## src/rtl/cdq_pkg.sv

```systemverilog
package cdq_pkg;
    typedef enum logic [1:0] {
        CD_IDLE      = 2'd0,
        CD_ARMING    = 2'd1,
        CD_LOCKED    = 2'd2,
        CD_RELEASING = 2'd3
    } cd_state_e;
endpackage

```

## src/rtl/cdq_tick_gen.sv

```systemverilog
module cdq_tick_gen #(
    parameter int unsigned DIV = 50000
) (
    input  logic clk,
    input  logic rst_n,
    input  logic clr,
    output logic tick
);
    localparam int unsigned CW = (DIV > 1) ? $clog2(DIV) : 1;
    localparam logic [CW-1:0] LAST = CW'(DIV - 1);

    logic [CW-1:0] div_cnt;

    always_ff @(posedge clk) begin
        if (!rst_n || clr) begin
            div_cnt <= '0;
            tick    <= 1'b0;
        end else if (div_cnt == LAST) begin
            div_cnt <= '0;
            tick    <= 1'b1;
        end else begin
            div_cnt <= div_cnt + 1'b1;
            tick    <= 1'b0;
        end
    end
endmodule

```

## src/rtl/cdq_hyst_cmp.sv

```systemverilog
module cdq_hyst_cmp #(
    parameter int unsigned LVL_W = 16
) (
    input  logic             clk,
    input  logic             rst_n,
    input  logic             clr,
    input  logic             strobe,
    input  logic [LVL_W-1:0] level,
    input  logic [LVL_W-1:0] on_thr,
    input  logic [LVL_W-1:0] off_thr,
    output logic             hit
);
    logic above;
    logic above_nxt;

    // Threshold in use depends on the remembered side of the hysteresis band.
    always_comb begin
        above_nxt = above ? (level >= off_thr) : (level >= on_thr);
    end

    always_ff @(posedge clk) begin
        if (!rst_n || clr) begin
            above <= 1'b0;
            hit   <= 1'b0;
        end else begin
            hit <= strobe && above_nxt;
            if (strobe) begin
                above <= above_nxt;
            end
        end
    end
endmodule

```

## src/rtl/cdq_oneshot.sv

```systemverilog
module cdq_oneshot #(
    parameter int unsigned SPAN = 6
) (
    input  logic clk,
    input  logic rst_n,
    input  logic clr,
    input  logic trig,
    input  logic tick,
    output logic active
);
    localparam int unsigned SW = $clog2(SPAN + 1);

    logic [SW-1:0] remain;

    always_ff @(posedge clk) begin
        if (!rst_n || clr) begin
            remain <= '0;
        end else if (trig) begin
            remain <= SW'(SPAN);
        end else if (tick && remain != '0) begin
            remain <= remain - 1'b1;
        end
    end

    assign active = (remain != '0);
endmodule

```

## src/rtl/cd_qualifier.sv

```systemverilog
module cd_qualifier
    import cdq_pkg::*;
#(
    parameter int unsigned LVL_W        = 16,
    parameter int unsigned DLY_W        = 12,
    parameter int unsigned CLK_PER_TICK = 50000,
    parameter int unsigned HOLD_TICKS   = 6
) (
    input  logic             clk,
    input  logic             rst_n,
    input  logic             pwr_down,
    input  logic             lvl_strobe,
    input  logic [LVL_W-1:0] lvl_sample,
    input  logic [LVL_W-1:0] thr_on,
    input  logic [LVL_W-1:0] thr_off,
    input  logic [DLY_W-1:0] dly_on,
    input  logic [DLY_W-1:0] dly_off,
    input  logic             rxd_raw,
    output logic             cd_n,
    output logic             rxd
);
    localparam logic [DLY_W-1:0] CNT_MAX = {DLY_W{1'b1}};

    logic             ms_tick;
    logic             cmp_hit;
    logic             os_active;
    logic [DLY_W-1:0] qual_cnt;
    logic             qual_done;
    cd_state_e        state, state_nxt;

    cdq_tick_gen #(.DIV(CLK_PER_TICK)) u_tick (
        .clk   (clk),
        .rst_n (rst_n),
        .clr   (pwr_down),
        .tick  (ms_tick)
    );

    cdq_hyst_cmp #(.LVL_W(LVL_W)) u_cmp (
        .clk     (clk),
        .rst_n   (rst_n),
        .clr     (pwr_down),
        .strobe  (lvl_strobe),
        .level   (lvl_sample),
        .on_thr  (thr_on),
        .off_thr (thr_off),
        .hit     (cmp_hit)
    );

    cdq_oneshot #(.SPAN(HOLD_TICKS)) u_hold (
        .clk    (clk),
        .rst_n  (rst_n),
        .clr    (pwr_down),
        .trig   (cmp_hit),
        .tick   (ms_tick),
        .active (os_active)
    );

    always_comb begin
        qual_done = (state == CD_ARMING) ? (qual_cnt >= dly_on)
                                         : (qual_cnt >= dly_off);
    end

    // Next-state selection.
    always_comb begin
        state_nxt = state;
        unique case (state)
            CD_IDLE:      if (os_active) state_nxt = CD_ARMING;
            CD_ARMING:    if (!os_active) state_nxt = CD_IDLE;
                          else if (qual_done) state_nxt = CD_LOCKED;
            CD_LOCKED:    if (!os_active) state_nxt = CD_RELEASING;
            CD_RELEASING: if (os_active) state_nxt = CD_LOCKED;
                          else if (qual_done) state_nxt = CD_IDLE;
        endcase
    end

    // State register.
    always_ff @(posedge clk) begin
        if (!rst_n || pwr_down) begin
            state <= CD_IDLE;
        end else begin
            state <= state_nxt;
        end
    end

    // Qualification timer: restarts on every state change.
    always_ff @(posedge clk) begin
        if (!rst_n || pwr_down || (state_nxt != state)) begin
            qual_cnt <= '0;
        end else if (ms_tick && qual_cnt != CNT_MAX) begin
            qual_cnt <= qual_cnt + 1'b1;
        end
    end

    // Outputs.
    always_comb begin
        unique case (state)
            CD_IDLE, CD_ARMING:        cd_n = 1'b1;
            CD_LOCKED, CD_RELEASING:   cd_n = 1'b0;
        endcase
        rxd = cd_n | rxd_raw;
    end
endmodule

```

## config.mk

```make
export PLATFORM = sky130hd
export DESIGN_NAME = cd_qualifier
export DESIGN_NICKNAME = d
export VERILOG_FILES = /design/src/rtl/cdq_pkg.sv /design/src/rtl/cdq_tick_gen.sv /design/src/rtl/cdq_hyst_cmp.sv /design/src/rtl/cdq_oneshot.sv /design/src/rtl/cd_qualifier.sv
export SDC_FILE = /design/constraint.sdc
export NUM_CORES = 1
export LEC_CHECK = 0
export ABC_AREA = 0
export BUFFER_PORTS_ARGS = -buffer_cell sky130_fd_sc_hd__buf_2
export CAP_MARGIN = 5
export CORE_ASPECT_RATIO = 1.25
export CORE_MARGIN = 8
export CORE_UTILIZATION = 52
export CTS_BUF_LIST = sky130_fd_sc_hd__clkbuf_4 sky130_fd_sc_hd__clkbuf_8 sky130_fd_sc_hd__clkbuf_16
export DETAILED_ROUTE_END_ITERATION = 12
export PLACE_DENSITY = 0.78
export REMOVE_ABC_BUFFERS = 1
export SLEW_MARGIN = 20
export SYNTH_ARGS = -nofsm -noshare
export SYNTH_HDL_FRONTEND = slang
export SYNTH_SLANG_ARGS = --single-unit
export TNS_END_PERCENT = 10
```

## constraint.sdc

```tcl
create_clock -name clk -period 2.2 [get_ports clk]
set_input_delay 0.33 -clock clk [delete_from_list [all_inputs] [get_ports clk]]
set_output_delay 0.33 -clock clk [all_outputs]
set_load 0.02 [all_outputs]
```

==> flow_summary.yaml, run 1 <==
clocking:
  cts_sinks: 36
  cts_tree: "yes"
  cts.path.max_buffers: 2
  post_cts_buffers: 0
  numCtsBuffers: 5
  cts_hold_buf: 0
  clockRootBuffer: "clkbuf_8"
  h-tree-depth: 2
  clk_latency_ns: 0.29
  ctsResizeCount: 0
  path_clk_slew_ns: 0.08
timing:
  finalSetupViolCount: 0
  hold_viol_final: 0
  max_freq_mhz: 477.3
  relSlewSlack_pct: 66.81
  fin_crit_sh_pct: 95.24
  min_period_ns: 2.095
  fin_worst_skew_ns: 0.007652
  worst_slew_pin_slew_ns: 0.4853
  slew_violations: 0
  whs_ns: 0.3482
placement:
  io_buffers: 78
  placed_area_mm2: 0.003654
  dpl.hpwl_mm: 5.975
  gp_congestion: 0.8270
power_and_ir_drop:
  p_clk_share_pct: 38.6
  p_per_area_mw_per_mm2: 394.4
  p_sw_w: 0.0003704
  combPwrFrac_pct: 17.3
  vdd_drop_max_mv: 0.3578
  swShare_pct: 24.85
  finalPower_w: 0.001491
  internal-power_w: 0.001120
  seqPwrFrac_pct: 44.2
  p_leak_nw: 1.906
layout:
  syn2layout_area_growth_pct: 21.96
  final_common_cell: "buf_2"
  diodes: 0
  drive_gt1_share_pct: 26.44
  final_cell_mix: "buf_2 (78), inv_1 (63), ha_1 (60), dfxtp_1 (35), nor2_1 (33)"
  fin_nets: 605
  fill_cells: 506
  final_area_mm2: 0.003780
routing:
  routedWlPerCell_um: 13.14
  first_pass_iters: 5
  drt_iter0_markers: 65
  drc_errors: 0
  routed_wirelength_mm: 7.029
  vias: 2843
  viasPerCell: 5.314
  ant_nets: 0
critical_path:
  cp_max_fo: 12
  cp_num_buf_inv: 1
  start_kind: "flip-flop"
  cp-end-kind: "flip-flop"
  required_ns: 2.41
  cp_cell_sequence: "ha_1, and4_4, a2111oi_4, o21ai_2, a211oi_2, o2bb2ai_2, buf_12, nor3b_2"
  crit_family: "compound AO/OA/AOI/OAI gates"
  cpMaxStageDelayCell: "a2111oi_4"
  cpPeakStageDelay_ns: 0.35
  critical_path_arrival_ns: 2.31
  path_class: "reg2reg"
yosys:
  synth_area_leaders: "ha_1 (24%), dfxtp_1 (23%), inv_1 (7.6%), nor2_1 (4.0%), xnor2_1 (3.7%)"
  synth_cell_types: 49
  post-synth-top-area-fraction_pct: 24.22
  netlist_area_mm2: 0.003099
  ys_seq_area_share_pct: 23.25
  yosysTopAreaCell: "ha_1"
  yosysWarnings: 0
  syn-instance-count: 375
  synthArstFlopShare_pct: 0
  ys_ff_latch: 36
  synth_edf_count: 0
  synthFlopType: "dfxtp_1"
  syn_area_per_cell_um2: 8.265
grt:
  grt_antenna_before_repair: 0
  grt_use_total_pct: 16.64
  grt_overflow: 0
  grt_pass1_vias: 2967
  grt_max_degree: 15
  grt_pass1_wl_mm: 11.99
floorplan:
  start_util_pct: 53.63
  die_h_um: 102.3
  num_rows: 31
  io-pin-count: 79
  core_area_mm2: 0.005779
  fp.dieW_um: 85.05
  dieArea_mm2: 0.008702
hold_path:
  hp-class: "in2reg"
job:
  drv_cap: 0
run_status:
  outcome: "completed"
## per-layer routing
metal  part of all wire, %  GRT usage [%]
met1                    39          15.28
met2                    55          34.10
met3                   4.7          4.586
met4                   1.1          5.220
met5                     0              0
## sequential cells by signal, indices dropped and copies added, names as in the netlist
signal	cells
qual_cnt	12
state	2
u_cmp.above	1
u_cmp.hit	1
u_hold.remain	3
u_tick.div_cnt	16
u_tick.tick	1
## power by group through the flow
| stage | clock, W | combinational [W] | sequential [W] |
|---|---|---|---|
| after floorplan | 0 | 0.000142 | 0.000673 |
| after global placement | 0 | 0.000246 | 0.000673 |
| after detailed placement | 0 | 0.000258 | 0.000674 |
| after CTS | 0.000585 | 0.000260 | 0.000658 |
| after global routing | 0.000617 | 0.000298 | 0.000659 |
| final | 0.000575 | 0.000258 | 0.000658 |
## kinds of logic after synthesis
family,Yosys count,share of synthesized area (%)
AOI/OAI and AO/OA,64,14.29
xor gates and xnor gates,25,7.065
adders and majority gates,60,24.22
buffers and inverters,67,8.720
DFF,36,23.25
muxes,1,0.3230
and+or+nand+nor,122,22.12
## path summary, 6_finish.rpt
check                           slack, ns        start               end  depth (start not counted)
worst max register to register       0.10  qual_cnt[9]       qual_cnt[6]                          8
worst min register to register       0.46    u_cmp.hit  u_hold.remain[0]                          1
worst max-delay path                 0.10  qual_cnt[9]       qual_cnt[6]                          8
worst min-delay path                 0.35   lvl_strobe       u_cmp.above                          4
## area by class of cell
| type | instances | area, µm² | area share (%) |
|---|---|---|---|
| Inverter | 63 | 236.5 | 6.256 |
| Clock inverter | 3 | 42.54 | 1.125 |
| Multi-Input combinational cell | 272 | 2122 | 56.14 |
| Clock buffer | 5 | 68.82 | 1.821 |
| Sequential cell | 36 | 721.9 | 19.10 |
| Tap cell | 66 | 82.58 | 2.185 |
| Timing Repair Buffer | 90 | 505.5 | 13.37 |
## through the flow
step | setup TNS (ns) | cells | worst slack (ns) | util, %
final | 0 | 535 | 0.1047 | 65.40
after global routing | -0.03654 | 535 | -0.02312 | 65.40
after CTS | 0 | 535 | 0.08895 | 65.14
after detailed placement | 0 | 527 | 0.01851 | 63.22
after global placement | 0 | 527 | 0.09262 | 63.22
after floorplan | 0 | 371 | 0.03356 | -
## cell usage after synthesis, types with 3 or more instances
master,number
nand4_1,10
nor3_1,5
o21ai_1,3
a21o_1,5
inv_1,63
xor2_1,12
and3_1,7
dfxtp_1,36
a21oi_1,15
nor2_1,33
nor2b_1,4
xnor2_1,13
nor3_2,10
a211oi_1,7
nand2_1,23
ha_1,60
nand2b_1,6
a31oi_1,4
o21ai_0,13
nand3_1,8
## tightest hold or removal path: stages
cell and delay (ns):
buf_2 0.09, inv_1 0.05, nand2_1 0.06, a21oi_1 0.06
Note: power is estimated with default switching activity, not from simulation.
==> run 2, diff against run 1 <==
Settings changed: RECOVER_POWER set to 100, SYNTH_HIERARCHICAL set to 1.
==> run 2 against run 1 <==
Compared with the run above:
- register-to-register slack improved by 0.04 ns
- non-clock buffer count fell by 8
- combinational power barely moved
- sequential cell count did not move
- critical path type unchanged
- critical endpoint is now qual_cnt[7]
==> flow_summary.yaml, run 2 <==
run_status:
  outcome: "completed"
yosys:
  synth.most_common_cell: "inv_1"
  synth_cell_types: 55
  syn_area_per_cell_um2: 8.443
  syn-instance-count: 381
  synth_edf_count: 0
  netlist_area_mm2: 0.003217
  synthFlopType: "dfxtp_1"
  ys_seq_area_share_pct: 22.40
  synthArstFlopShare_pct: 0
  ys_ff_latch: 36
  post-synth-top-area-fraction_pct: 23.34
  synthTopCellsByCount: "inv_1 (65), ha_1 (60), dfxtp_1 (36)"
  synth_area_leaders: "ha_1 (23%), dfxtp_1 (22%), inv_1 (7.6%), xnor2_1 (4.4%), nor2_1 (3.5%)"
  yosysWarnings: 6
  yosysTopAreaCell: "ha_1"
clocking:
  cts_sinks: 36
  path_clk_slew_ns: 0.07
  numCtsBuffers: 5
  cts.path.max_buffers: 2
  h-tree-depth: 2
  clk_latency_ns: 0.29
  clockRootBuffer: "clkbuf_8"
  cts_tree: "yes"
  cts_hold_buf: 0
timing:
  min_period_ns: 2.053
  tns_ns: 0
  max_freq_mhz: 487.2
  slew_violations: 0
  finalWorstSetupSlack_ns: 0.1475
  finalSetupViolCount: 0
  worst_slew_pin_slew_ns: 0.8654
  fin_crit_sh_pct: 93.30
  fin_worst_skew_ns: 0.007531
  relSlewSlack_pct: 42.13
  hold_viol_final: 0
layout:
  syn2layout_area_growth_pct: 18.98
  drive_gt1_share_pct: 25.37
  final_common_cell: "buf_2"
  diodes: 0
  top_register: "u_tick/div_cnt"
  fill_cells: 552
  fin_nets: 605
  top_regs: "u_tick/div_cnt (16), qual_cnt (12), u_hold/remain (3)"
  final_area_mm2: 0.003827
  largest_reg_flops: 16
  final_cell_mix: "buf_2 (76), inv_1 (65), ha_1 (60), dfxtp_1 (35), nor2_1 (30)"
  final_util_pct: 62.89
grt:
  grt_max_degree: 17
  grt_pass1_vias: 3058
  grt_pass1_wl_mm: 12.51
  grt_antenna_before_repair: 0
  grt_use_total_pct: 16.52
  grt_overflow: 0
power_and_ir_drop:
  p_leak_nw: 1.828
  p_per_area_mw_per_mm2: 393.3
  vdd_drop_max_mv: 0.2757
  finalPower_w: 0.001505
placement:
  dpl.hpwl_mm: 5.961
  gp_congestion: 0.8071
  io_buffers: 78
  place_ws_ns: -0.04274
  placed_area_mm2: 0.003721
floorplan:
  num_rows: 32
  dieArea_mm2: 0.008975
  fp.dieW_um: 86.35
  start_util_pct: 52.86
  die_h_um: 103.9
  core_area_mm2: 0.006086
  io-pin-count: 79
hold_path:
  hp-class: "in2reg"
routing:
  routed_wirelength_mm: 7.099
  routedWlPerCell_um: 12.81
  drc_errors: 0
  vias: 2913
  drt_iter0_markers: 88
  first_pass_iters: 4
  viasPerCell: 5.258
  ant_nets: 0
critical_path:
  required_ns: 2.41
  cp_max_fo: 12
  path_class: "reg2reg"
  start_kind: "flip-flop"
  critical_path_arrival_ns: 2.27
  cp-end-kind: "flip-flop"
job:
  drv_cap: 0
## run 2: timing repair
| item | 4_1_cts | 5_1_grt |
|---|---|---|
| gates resized for setup | 1 | 4 |
| setup buffers | 0 | 0 |
| setup endpoints to repair | 1 | 8 |
## run 2: logic make-up (layout without fill, tap and decap cells)
kind of cell             count (synthesis)  count (layout)  share of synthesized area, %
adder cells (fa/ha/maj)                 60              60                         23.34
multiplexers                             3               3                        0.9335
XOR/XNOR                                22              22                         5.990
flip-flops                              36              36                         22.40
AND/OR/NAND/NOR                        130             130                         25.63
AO/OA/AOI/OAI                           63              63                         13.42
buffers and inverters                   67             155                         8.285
## run 2: path summary, 6_finish.rpt
| path | depth (start not counted) | startpoint | endpoint | slack [ns] |
|---|---|---|---|---|
| worst max-delay path | 8 | qual_cnt[0] | qual_cnt[7] | 0.15 |
| worst min-delay path | 2 | pwr_down | u_tick/tick | 0.27 |
| worst max register to register | 8 | qual_cnt[0] | qual_cnt[7] | 0.15 |
| worst min register to register | 1 | u_cmp/hit | u_hold/remain[0] | 0.47 |
## run 2: layout make-up
class | count | area (µm²) | share of cell area, %
clock inverters | 2 | 35.03 | 0.9153
inverters | 65 | 244.0 | 6.375
repair buffers | 82 | 417.9 | 10.92
multi-input cells | 278 | 2226 | 58.16
flip-flops and latches | 36 | 721.9 | 18.86
clock buffers | 6 | 76.32 | 1.994
well taps | 85 | 106.4 | 2.779
## run 2: critical path, cell delays in order, from the launching register on
cell       delay [ns]
dfxtp_1          0.33
inv_1            0.06
ha_1             0.26
nand2b_1         0.18
a2111oi_4        0.38
or4b_4           0.21
nand4_1          0.08
a21o_2           0.29
a211oi_1         0.18
## run 2: layer usage
layer | share of wire [%] | up-vias | wire (µm) | track usage [%]
met5 | 0 | - | 0 | 0
met4 | 2.2 | 0 | 159 | 7.037
met3 | 5.8 | 13 | 409 | 4.190
met2 | 50 | 68 | 3577 | 29.89
li1 | - | 1498 | - | -
met1 | 42 | 1334 | 2951 | 17.26
## run 2: through the flow
| step | cells | hold slack [ns] |
|---|---|---|
| after floorplan | 379 | 0.4058 |
| after global placement | 546 | 0.4523 |
| after detailed placement | 546 | 0.4604 |
| after CTS | 554 | 0.2710 |
| after global routing | 554 | 0.2912 |
| final | 554 | 0.2701 |
## run 2: report_power, final
part	leakage, nW	internal [W]	switching, W
registers	0.291	0.000655	0.00000361
logic	1.48	0.000131	0.000128
clock network	0.0586	0.000349	0.000239
==> run 3, diff against run 2 <==
Settings changed: ABC_AREA 0 to not set, CELL_PAD_IN_SITES_DETAIL_PLACEMENT set to 0, CELL_PAD_IN_SITES_GLOBAL_PLACEMENT set to 1, CORE_UTILIZATION 52 to 40, PLACE_DENSITY 0.78 to not set, PLACE_DENSITY_LB_ADDON set to 0.1.
==> run 3 against run 2 <==
Compared with the run above:
- first-iteration DRC count is 41% lower
- sequential power about the same
- utilization fell by 14 points
- final cell count is 2.3% higher
- sequential share of layout area is 0.17 points higher
- worst setup slack better by 0.048 ns
- critical path depth is 1 lower
- combinational power fell by 4%
- worst hold slack better by 0.026 ns
- clock power is 24% lower
- non-clock buffer count grew 4
- largest cell class unchanged
- highest routed layer unchanged
==> flow_summary.yaml, run 3 (synthesized netlist as in run 2, its figures left out) <==
floorplan:
  dieArea_mm2: 0.01119
  die_h_um: 116.3
  start_util_pct: 41.28
  num_rows: 36
  core_area_mm2: 0.007792
  fp.dieW_um: 96.21
  io-pin-count: 79
timing:
  finalWorstSetupSlack_ns: 0.1951
  hold_viol_final: 0
  slew_violations: 0
  tns_ns: 0
  finalSetupViolCount: 0
  max_freq_mhz: 498.8
  worst_slew_pin_slew_ns: 0.8974
  rsz0062_at_grt: "no"
  fin_worst_skew_ns: 0.01008
  min_period_ns: 2.005
  relSlewSlack_pct: 39.99
  fin_crit_sh_pct: 91.13
clocking:
  ctsResizeCount: 0
  cts_sinks: 36
  clockRootBuffer: "clkbuf_8"
  clk_latency_ns: 0.28
  cts_hold_buf: 0
  cts.path.max_buffers: 2
  path_clk_slew_ns: 0.07
  post_cts_buffers: 0
  h-tree-depth: 2
  numCtsBuffers: 5
  cts_tree: "yes"
grt:
  grt_max_degree: 17
  met2_usage_pct: 25.63
  met3_usage_pct: 3.151
  grt_use_met1_pct: 14.51
  grt_pass1_wl_mm: 12.49
  grt_pass1_vias: 3053
  grt_antenna_before_repair: 0
  grt-busiest-layer: "met2"
  grt_overflow: 0
  grt_use_total_pct: 13.46
critical_path:
  rrSetupSlack_ns: 0.20
  r2r_end: "qual_cnt[5]"
  cp-end-kind: "flip-flop"
  path_class: "reg2reg"
  regToRegStartpoint: "qual_cnt[1]"
  reg2reg_depth: 7
  start_kind: "flip-flop"
  cp_max_fo: 6
  critical_path_arrival_ns: 2.17
  required_ns: 2.37
power_and_ir_drop:
  p_per_area_mw_per_mm2: 357.7
  finalPower_w: 0.001357
  internal-power_w: 0.001010
  seqPwrFrac_pct: 48.6
  combPwrFrac_pct: 18.4
  p_leak_nw: 1.815
  swShare_pct: 25.53
  p_clk_share_pct: 33.0
  p_sw_w: 0.0003464
  vdd_drop_max_mv: 0.2664
layout:
  drive_gt1_share_pct: 25.00
  final_common_cell: "buf_2"
  final_cell_mix: "buf_2 (75), inv_1 (65), ha_1 (60), dfxtp_1 (35), nor2_1 (31)"
  diodes: 0
  largest_reg_flops: 16
  syn2layout_area_growth_pct: 17.89
  fill_cells: 833
  fin_nets: 609
  top_regs: "u_tick/div_cnt (16), qual_cnt (12), u_hold/remain (3)"
  top_register: "u_tick/div_cnt"
hold_path:
  min_from: "pwr_down"
  hp-class: "in2reg"
  hold_depth: 2
  hold_end: "u_tick/tick"
placement:
  io_buffers: 78
  gp_congestion: 0.7611
  place_ws_ns: 0.07297
  dpl.hpwl_mm: 6.108
routing:
  drc_errors: 0
  routed_wirelength_mm: 7.112
  first_pass_iters: 4
  ant_nets: 0
  vias: 2849
  viasPerCell: 5.025
  drt_iter0_markers: 52
  routedWlPerCell_um: 12.54
job:
  drv_cap: 0
run_status:
  outcome: "completed"
## run 3: power by group through the flow
stage / clock network (W) / logic [W] / registers [W]
2_1_floorplan: 0 / 0.000146 / 0.000673
3_3_place_gp: 0 / 0.000250 / 0.000674
3_5_place_dp: 0 / 0.000256 / 0.000674
4_1_cts: 0.000470 / 0.000258 / 0.000659
5_1_grt: 0.000500 / 0.000293 / 0.000660
6_report: 0.000448 / 0.000249 / 0.000659
## run 3: metal layers
metal	share of wire, %	wire (µm)
met5	0	0
met4	0.35	25
met3	5.8	416
met2	52	3672
met1	42	2998
## run 3: worst max path at each step
stage	startpoint	end	depth (start not counted)	slack, ns
3_3_place_gp	dly_on[0]	qual_cnt[6]	8	0.12
3_5_place_dp	dly_on[0]	qual_cnt[7]	8	0.07
4_1_cts	qual_cnt[0]	qual_cnt[7]	8	0.13
6_report	qual_cnt[1]	qual_cnt[5]	7	0.20
2_1_floorplan	qual_cnt[0]	qual_cnt[6]	8	0.29
5_1_grt	qual_cnt[0]	qual_cnt[6]	8	0.03
## run 3: worst max-delay path, stage by stage, from the launching register on
cell and delay [ns]:
dfxtp_1 0.44, ha_1 0.26, nand3_1 0.14, o41a_2 0.54
and4_4 0.23, nand3_1 0.09, xor2_1 0.14, nor2_1 0.04
## run 3: metrics by stage
stage | hold WS [ns] | util [%] | cells | area (µm²)
floorplan | 0.4058 | - | 379 | 3194
global placement | 0.4611 | 48.30 | 560 | 3764
CTS | 0.2901 | 49.34 | 567 | 3845
detailed placement | 0.4589 | 48.30 | 560 | 3764
finish | 0.2958 | 48.67 | 567 | 3792
global route | 0.3106 | 48.67 | 567 | 3792
## run 3: cell type report
class	instances	area, µm²	share of cell area (%)
tap	95	118.9	3.134
multi-input combinational	278	2180	57.47
sequential	36	721.9	19.04
inverter	65	244.0	6.434
timing repair buffer	86	446.7	11.78
clock buffer	6	76.32	2.013
clock inverter	1	5.005	0.1320
